## src/rtl/fltirq_pkg.sv

```systemverilog
package fltirq_pkg;
  localparam int unsigned ADDR_W     = 3;
  localparam int unsigned NUM_SCALAR = 5;
  localparam int unsigned IDX_INJ_DONE = 0;
  localparam int unsigned IDX_REG_DONE = 1;
  localparam int unsigned IDX_INJ_OVR  = 2;
  localparam int unsigned IDX_REG_OVR  = 3;
  localparam int unsigned IDX_WDOG     = 4;
  // field positions in STATUS / CLEAR words
  localparam int unsigned SHORT_LSB = 8;
  localparam int unsigned CLK_LSB   = 16;
  // ENABLE register
  localparam int unsigned EN_SHORT = 5;
  localparam int unsigned EN_CLK   = 6;
  localparam int unsigned EN_W     = 7;
  // CHAN_EN register: short-circuit enables at bit 0, clock-absence at this LSB
  localparam int unsigned CK_EN_LSB = 8;

  typedef enum logic [ADDR_W-1:0] {
    A_STATUS   = 3'd0,
    A_ENABLE   = 3'd1,
    A_CHAN_EN  = 3'd2,
    A_CLEAR    = 3'd3,
    A_INJ_DATA = 3'd4,
    A_REG_DATA = 3'd5
  } reg_addr_e;
endpackage

```

## src/rtl/fltirq_flags.sv

```systemverilog
// Bank of sticky flags: a set request has priority over a clear request.
module fltirq_flags #(
  parameter int unsigned W = 8
) (
  input  logic         clk,
  input  logic         rst_n,
  input  logic [W-1:0] set_i,
  input  logic [W-1:0] clr_i,
  output logic [W-1:0] flag_q
);
  for (genvar i = 0; i < W; i++) begin : g_flag
    always_ff @(posedge clk) begin
      if (!rst_n) begin
        flag_q[i] <= 1'b0;
      end else if (set_i[i]) begin
        flag_q[i] <= 1'b1;
      end else if (clr_i[i]) begin
        flag_q[i] <= 1'b0;
      end
    end
  end
endmodule

```

## src/rtl/fltirq_regs.sv

```systemverilog
// Register port: enable storage, clear decode and registered read mux.
module fltirq_regs
  import fltirq_pkg::*;
#(
  parameter int unsigned NCH = 8,
  parameter int unsigned DW  = 24,
  parameter int unsigned BW  = 32
) (
  input  logic                  clk,
  input  logic                  rst_n,
  input  logic [ADDR_W-1:0]     addr_i,
  input  logic                  wr_i,
  input  logic [BW-1:0]         wdata_i,
  input  logic                  rd_i,
  input  logic [NUM_SCALAR-1:0] scalar_flags_i,
  input  logic [NCH-1:0]        short_flags_i,
  input  logic [NCH-1:0]        clk_flags_i,
  input  logic [DW-1:0]         inj_data_i,
  input  logic [DW-1:0]         reg_data_i,
  output logic [EN_W-1:0]       en_q,
  output logic [NCH-1:0]        sc_chan_en_q,
  output logic [NCH-1:0]        ck_chan_en_q,
  output logic [NUM_SCALAR-1:0] w1c_scalar,
  output logic [NCH-1:0]        w1c_short,
  output logic [NCH-1:0]        w1c_clk,
  output logic                  rdclr_inj,
  output logic                  rdclr_reg,
  output logic [BW-1:0]         rdata_q,
  output logic                  rvalid_q
);
  localparam int unsigned USED_W = CLK_LSB + NCH;

  logic          wr_clr;
  logic [BW-1:0] rd_next;
  logic          unused_wdata;

  assign unused_wdata = ^wdata_i[BW-1:USED_W];

  assign wr_clr = wr_i && (addr_i == A_CLEAR);

  // conversion-done flags clear only through data reads
  always_comb begin
    w1c_scalar = '0;
    if (wr_clr) begin
      w1c_scalar[IDX_INJ_OVR] = wdata_i[IDX_INJ_OVR];
      w1c_scalar[IDX_REG_OVR] = wdata_i[IDX_REG_OVR];
      w1c_scalar[IDX_WDOG]    = wdata_i[IDX_WDOG];
    end
  end

  assign w1c_short = wr_clr ? wdata_i[SHORT_LSB +: NCH] : '0;
  assign w1c_clk   = wr_clr ? wdata_i[CLK_LSB +: NCH]   : '0;
  assign rdclr_inj = rd_i && (addr_i == A_INJ_DATA);
  assign rdclr_reg = rd_i && (addr_i == A_REG_DATA);

  always_ff @(posedge clk) begin
    if (!rst_n) begin
      en_q         <= '0;
      sc_chan_en_q <= '0;
      ck_chan_en_q <= '0;
    end else if (wr_i) begin
      if (addr_i == A_ENABLE) begin
        en_q <= wdata_i[EN_W-1:0];
      end
      if (addr_i == A_CHAN_EN) begin
        sc_chan_en_q <= wdata_i[0 +: NCH];
        ck_chan_en_q <= wdata_i[CK_EN_LSB +: NCH];
      end
    end
  end

  always_comb begin
    rd_next = '0;
    case (addr_i)
      A_STATUS: begin
        rd_next[NUM_SCALAR-1:0]     = scalar_flags_i;
        rd_next[SHORT_LSB +: NCH]   = short_flags_i;
        rd_next[CLK_LSB +: NCH]     = clk_flags_i;
      end
      A_ENABLE:   rd_next[EN_W-1:0] = en_q;
      A_CHAN_EN: begin
        rd_next[0 +: NCH]           = sc_chan_en_q;
        rd_next[CK_EN_LSB +: NCH]   = ck_chan_en_q;
      end
      A_INJ_DATA: rd_next[DW-1:0]   = inj_data_i;
      A_REG_DATA: rd_next[DW-1:0]   = reg_data_i;
      default:    rd_next           = '0;
    endcase
  end

  always_ff @(posedge clk) begin
    if (!rst_n) begin
      rdata_q  <= '0;
      rvalid_q <= 1'b0;
    end else begin
      rvalid_q <= rd_i;
      if (rd_i) begin
        rdata_q <= rd_next;
      end
    end
  end
endmodule

```

## src/rtl/fltirq_irq.sv

```systemverilog
// Per-flag enable mask and registered interrupt combine.
module fltirq_irq
  import fltirq_pkg::*;
#(
  parameter int unsigned NCH = 8,
  localparam int unsigned NF = NUM_SCALAR + 2 * NCH
) (
  input  logic            clk,
  input  logic            rst_n,
  input  logic [NF-1:0]   flags_i,
  input  logic [EN_W-1:0] en_i,
  input  logic [NCH-1:0]  ck_chan_en_i,
  output logic            irq_q
);
  logic [NF-1:0] mask;
  logic          irq_d;

  assign mask = {ck_chan_en_i & {NCH{en_i[EN_CLK]}},
                 {NCH{en_i[EN_SHORT]}},
                 en_i[NUM_SCALAR-1:0]};

  assign irq_d = |(flags_i & mask);

  always_ff @(posedge clk) begin
    if (!rst_n) begin
      irq_q <= 1'b0;
    end else begin
      irq_q <= irq_d;
    end
  end
endmodule

```

## src/rtl/fltirq_ctrl.sv

```systemverilog
// Filter interrupt status controller top.
module fltirq_ctrl
  import fltirq_pkg::*;
#(
  parameter int unsigned NCH = 8,
  parameter int unsigned DW  = 24,
  parameter int unsigned BW  = 32
) (
  input  logic              clk,
  input  logic              rst_n,
  input  logic              evt_inj_done_i,
  input  logic              evt_reg_done_i,
  input  logic              evt_inj_ovr_i,
  input  logic              evt_reg_ovr_i,
  input  logic              evt_wdog_i,
  input  logic [NCH-1:0]    evt_short_i,
  input  logic [NCH-1:0]    evt_clkloss_i,
  input  logic [DW-1:0]     inj_data_i,
  input  logic [DW-1:0]     reg_data_i,
  input  logic [ADDR_W-1:0] bus_addr_i,
  input  logic              bus_wr_i,
  input  logic [BW-1:0]     bus_wdata_i,
  input  logic              bus_rd_i,
  output logic [BW-1:0]     bus_rdata_o,
  output logic              bus_rvalid_o,
  output logic              irq_o
);
  localparam int unsigned NF      = NUM_SCALAR + 2 * NCH;
  localparam int unsigned SC_BASE = NUM_SCALAR;
  localparam int unsigned CK_BASE = NUM_SCALAR + NCH;

  logic [NF-1:0]         flags_q;
  logic [NF-1:0]         set_vec;
  logic [NF-1:0]         clr_vec;
  logic [EN_W-1:0]       en_q;
  logic [NCH-1:0]        sc_chan_en;
  logic [NCH-1:0]        ck_chan_en;
  logic [NUM_SCALAR-1:0] w1c_scalar;
  logic [NCH-1:0]        w1c_short;
  logic [NCH-1:0]        w1c_clk;
  logic                  rdclr_inj;
  logic                  rdclr_reg;
  logic [NUM_SCALAR-1:0] rdclr_vec;

  // short-circuit events are masked by the per-channel detector enable
  assign set_vec = {evt_clkloss_i,
                    evt_short_i & sc_chan_en,
                    evt_wdog_i, evt_reg_ovr_i, evt_inj_ovr_i,
                    evt_reg_done_i, evt_inj_done_i};

  always_comb begin
    rdclr_vec               = '0;
    rdclr_vec[IDX_INJ_DONE] = rdclr_inj;
    rdclr_vec[IDX_REG_DONE] = rdclr_reg;
  end

  assign clr_vec = {w1c_clk, w1c_short, w1c_scalar | rdclr_vec};

  fltirq_flags #(.W(NF)) u_flags (
    .clk    (clk),
    .rst_n  (rst_n),
    .set_i  (set_vec),
    .clr_i  (clr_vec),
    .flag_q (flags_q)
  );

  fltirq_regs #(.NCH(NCH), .DW(DW), .BW(BW)) u_regs (
    .clk            (clk),
    .rst_n          (rst_n),
    .addr_i         (bus_addr_i),
    .wr_i           (bus_wr_i),
    .wdata_i        (bus_wdata_i),
    .rd_i           (bus_rd_i),
    .scalar_flags_i (flags_q[0 +: NUM_SCALAR]),
    .short_flags_i  (flags_q[SC_BASE +: NCH]),
    .clk_flags_i    (flags_q[CK_BASE +: NCH]),
    .inj_data_i     (inj_data_i),
    .reg_data_i     (reg_data_i),
    .en_q           (en_q),
    .sc_chan_en_q   (sc_chan_en),
    .ck_chan_en_q   (ck_chan_en),
    .w1c_scalar     (w1c_scalar),
    .w1c_short      (w1c_short),
    .w1c_clk        (w1c_clk),
    .rdclr_inj      (rdclr_inj),
    .rdclr_reg      (rdclr_reg),
    .rdata_q        (bus_rdata_o),
    .rvalid_q       (bus_rvalid_o)
  );

  fltirq_irq #(.NCH(NCH)) u_irq (
    .clk          (clk),
    .rst_n        (rst_n),
    .flags_i      (flags_q),
    .en_i         (en_q),
    .ck_chan_en_i (ck_chan_en),
    .irq_q        (irq_o)
  );
endmodule

```

## config.mk

```make
export PLATFORM = sky130hd
export DESIGN_NAME = fltirq_ctrl
export DESIGN_NICKNAME = d
export VERILOG_FILES = /design/src/rtl/fltirq_pkg.sv /design/src/rtl/fltirq_flags.sv /design/src/rtl/fltirq_regs.sv /design/src/rtl/fltirq_irq.sv /design/src/rtl/fltirq_ctrl.sv
export SDC_FILE = /design/constraint.sdc
export NUM_CORES = 1
export LEC_CHECK = 0
export CORE_ASPECT_RATIO = 0.9
export CORE_MARGIN = 2
export CORE_UTILIZATION = 28
export CTS_BUF_LIST = sky130_fd_sc_hd__clkbuf_16
export DETAILED_ROUTE_END_ITERATION = 16
export DONT_BUFFER_PORTS = 1
export SETUP_SLACK_MARGIN = 0.05
export SYNTH_ARGS = -nofsm -noshare
export SYNTH_HDL_FRONTEND = slang
export SYNTH_SLANG_ARGS = --single-unit
```

## constraint.sdc

```tcl
create_clock -name clk -period 1.7 [get_ports clk]
set_clock_uncertainty 0.15 [all_clocks]
set_input_delay 0.17 -clock clk [delete_from_list [all_inputs] [get_ports clk]]
set_output_delay 0.17 -clock clk [all_outputs]
set_load 0.01 [all_outputs]
```

==> flow_results.org <==
** Drt
- DRT Pass-1 Iters :: 4
- Detailed-routed wire length on met2 :: 5500 um
- Signal routing reaches up to met4.
- After detailed routing, the average wire length per cell comes to 19.7 um.
- After detailed routing, the number of vias per cell comes to 5.04.
- Count of vias placed by the detailed router :: 3113
- The final layout contains routed wiring with a total length of 12200 um.
- DRC violation count after routing :: 0
- Met3 Routed Length :: 1130 um
- The detail route stage leaves a number of antenna-violating nets equal to 0.
- Sum of routed wire segments on met1 :: 5350 um
- The detailed router finished its first iteration with 191 violations.

** Worst setup path
- The worst setup path is launched from an input port.
- Critical path peak fanout :: 23
- CP Capture Type :: flop
- Start-to-end type of the worst setup path :: in2reg
- STA puts the critical path data arrival time at 1.67 ns.
- Worst path required time :: 1.76 ns

** Cells and area
- Cells fill 38.4% of the core in the end.
- Area Growth Syn to Fin :: 34.7%
- Number of antenna diodes :: 0
- After the last flow step, the layout net total stands at 561.
- Total of fill cells in the finished design :: 1226
- Share of final-layout standard cells stronger than drive strength 1 :: 6.55%
- Once layout is done, the placed cells without fillers occupy 4620 um2.

** Synth
- Counting flops and latches in the post-synthesis netlist gives 70.
- The synthesized design contains 0 enable-type register cells.
- Share of Yosys cell area claimed by the top area cell type :: 40.8%
- Dominant cell by count in the synthesized netlist :: sky130_fd_sc_hd__dfxtp_1
- In the synthesized netlist the dominant register cell turns out to be sky130_fd_sc_hd__dfxtp_1.
- Post-synthesis sequential area ratio :: 40.8%
- The Yosys step of the flow raised 0 warnings.
- Yosys mapped the design onto 47 distinct sky130hd cell types.
- Dominant cells by area after synthesis :: sky130_fd_sc_hd__dfxtp_1 (41%), sky130_fd_sc_hd__mux2i_1 (8.8%), sky130_fd_sc_hd__a22oi_1 (7.0%), sky130_fd_sc_hd__nor2b_1 (6.9%), sky130_fd_sc_hd__nand2_1 (6.5%)
- Post-synth ARST share :: 0%
- Counting every instance in the synthesized netlist gives 381.
- The cell area that synthesis handed to floorplanning was 3430 um2.
- Most numerous cell types in the synthesized netlist :: sky130_fd_sc_hd__dfxtp_1 (70), sky130_fd_sc_hd__nand2_1 (59), sky130_fd_sc_hd__nor2b_1 (38)
- Mean area per synthesized cell :: 9.00 um2
- Synth area leader :: sky130_fd_sc_hd__dfxtp_1

** STA
- After routing, the total negative slack on setup checks comes to 0 ns.
- Dividing the final minimum period by the clock period gives 94.9%.
- The count of endpoints failing hold in the final timing report was 0.
- The worst pin sits at a relative slew slack of 28.9%.
- Post-route worst hold slack :: 0.000344 ns
- The routed design could run at a clock period as short as 1.61 ns.
- F_max :: 0.620 GHz
- For the pin with the worst max-slew slack, the measured transition is 1.06 ns.
- Setup violations remaining at the end of the flow were counted as 0.
- The max-slew violation count was 0.
- Setup repair after global routing could not meet its margin everywhere.

** Global route
- Pin count of the biggest net entering global routing :: 58
- The initial antenna violation count was 0.
- Aggregate global-route resource usage :: 18.3%
- Overflow left after global routing :: 0
- Via count of the first global-routing pass :: 3158
- The first global-routing pass estimated 17900 um of wire.

** Place
- The count of buffers added on input and output ports is 0.
- GP Congestion :: 0.829
- Once detailed placement completed, the half-perimeter wirelength came to 8260 um.
- Area post-placement :: 3470 um2

** Min path
- Type of the tightest min-delay check :: in2reg

** Power and ir drop
- The worst-case IR drop observed on VDD is 404 uV.
- For this design the ratio of total power to cell area is 911 nW/um2.
- For this design the static power due to leakage is 1.69 nW.

** Floorplan
- The initial utilization of the core area, before any placement, comes to 28.5%.
- For this design the top-level I/O count stands at 142.
- In this run the horizontal extent of the chip is 121 um.
- The floorplan step set the die height to 109 um.
- The die covers 13200 um2.
- Total number of placement rows :: 38
- Core area :: 12000 um2

** Clocking
- Root Driver :: sky130_fd_sc_hd__clkbuf_16
- The clock reaches the later pin of the worst-skew pair after 0.33 ns.
- Clock tree synthesis inserted a total of 9 buffers.
- The H-tree generated during clock tree synthesis spans 3 levels.
- Clock-pin transition on the worst setup and hold timing paths :: 0.05 ns
- Number of sinks on the clock net :: 70
- Maximum count of clock buffers along a single path :: 2
- TritonCTS built the clock tree.

** Flow run
- Across the run, the number of max-cap violations was 0.

** Outcome
- Outcome :: complete, no violations
-- layout make-up --
class                           instances  area, um2  share of cell area [%]
Timing Repair Buffer                   87        873                    18.9
Clock inverter                          7       80.1                    1.73
Tap cell                              160        200                    4.33
Inverter                                3       11.3                   0.244
Clock buffer                            9        225                    4.87
Sequential cell                        70       1410                    30.4
Multi-Input combinational cell        282       1830                    39.5
-- state kept, by name (all words and copies together) (netlist names) --
signal	flops
u_regs.rdata_q	24
u_flags.flag_q	21
u_regs.ck_chan_en_q	8
u_regs.sc_chan_en_q	8
u_regs.en_q	7
u_irq.irq_q	1
u_regs.rvalid_q	1
-- metal layers --
layer,vias to the layer above,track usage [%]
met4,0,5.32
met1,1486,23.9
met5,-,0
met3,14,5.91
li1,1495,-
met2,118,28.9
-- layout by cell type, fill, tap and decap left out, types with 4 or more instances in the layout --
cell / n
sky130_fd_sc_hd__dfxtp_1: 67
sky130_fd_sc_hd__buf_4: 5
sky130_fd_sc_hd__nand2_1: 58
sky130_fd_sc_hd__a21oi_1: 26
sky130_fd_sc_hd__o21ai_0: 4
sky130_fd_sc_hd__mux2i_1: 30
sky130_fd_sc_hd__conb_1: 8
sky130_fd_sc_hd__nor2_1: 10
sky130_fd_sc_hd__o2bb2ai_1: 10
sky130_fd_sc_hd__o21ai_1: 10
sky130_fd_sc_hd__a21boi_1: 10
sky130_fd_sc_hd__nor2b_1: 38
sky130_fd_sc_hd__a21boi_0: 6
sky130_fd_sc_hd__clkbuf_16: 9
sky130_fd_sc_hd__dlygate4sd3_1: 79
sky130_fd_sc_hd__a22oi_1: 32
-- stage by stage --
step           setup slack [ns]  std cells  total power [W]
6_report                 0.0861        618          0.00421
5_1_grt                  0.0228        618          0.00436
4_1_cts                  0.0684        618          0.00423
3_5_place_dp              0.187        520          0.00206
3_3_place_gp              0.265        520          0.00205
2_1_floorplan             0.321        388          0.00206
-- worst paths after layout --
| path | startpoint | to | slack, ns | cells past startpoint |
|---|---|---|---|---|
| worst max-delay path | bus_addr_i[0] | u_regs.rdata_q[2]$_SDFFE_PN0P_ | 0.09 | 4 |
| worst min-delay path | bus_addr_i[1] | u_regs.rdata_q[17]$_SDFFE_PN0P_ | 0.0003 | 3 |
| worst max register to register | u_regs.sc_chan_en_q[7]$_SDFFE_PN0P_ | u_regs.rdata_q[7]$_SDFFE_PN0P_ | 0.09 | 4 |
| worst min register to register | u_regs.ck_chan_en_q[4]$_SDFFE_PN0P_ | u_regs.ck_chan_en_q[4]$_SDFFE_PN0P_ | 0.35 | 2 |
-- report_power, final --
group          switching, W  leakage [nW]  internal, W
clock              0.000709         0.153      0.00126
combinational      0.000205         0.969     0.000269
sequential        0.0000651         0.572      0.00170
total              0.000979          1.69      0.00323
-- worst max-delay path: stages --
cell and delay (ns):
sky130_fd_sc_hd__dlygate4sd3_1 0.78, sky130_fd_sc_hd__o21ai_1 0.21, sky130_fd_sc_hd__o21ai_0 0.41, sky130_fd_sc_hd__nor3_2 0.09
-- logic make-up after synthesis --
kind of cell | synth area share (%)
muxes | 9.41
other | 0.109
AOI/OAI and AO/OA | 23.1
and+or+nand+nor | 19.8
DFF | 40.8
buffers and inverters | 6.75
-- repair_timing --
item,in CTS,in global routing
endpoints found under the hold margin,69,0
gates resized for setup,0,6
buffers inserted,0,0
hold buffers,82,0
endpoints found under the setup margin,0,14
Power figures use the tool's default switching activity.
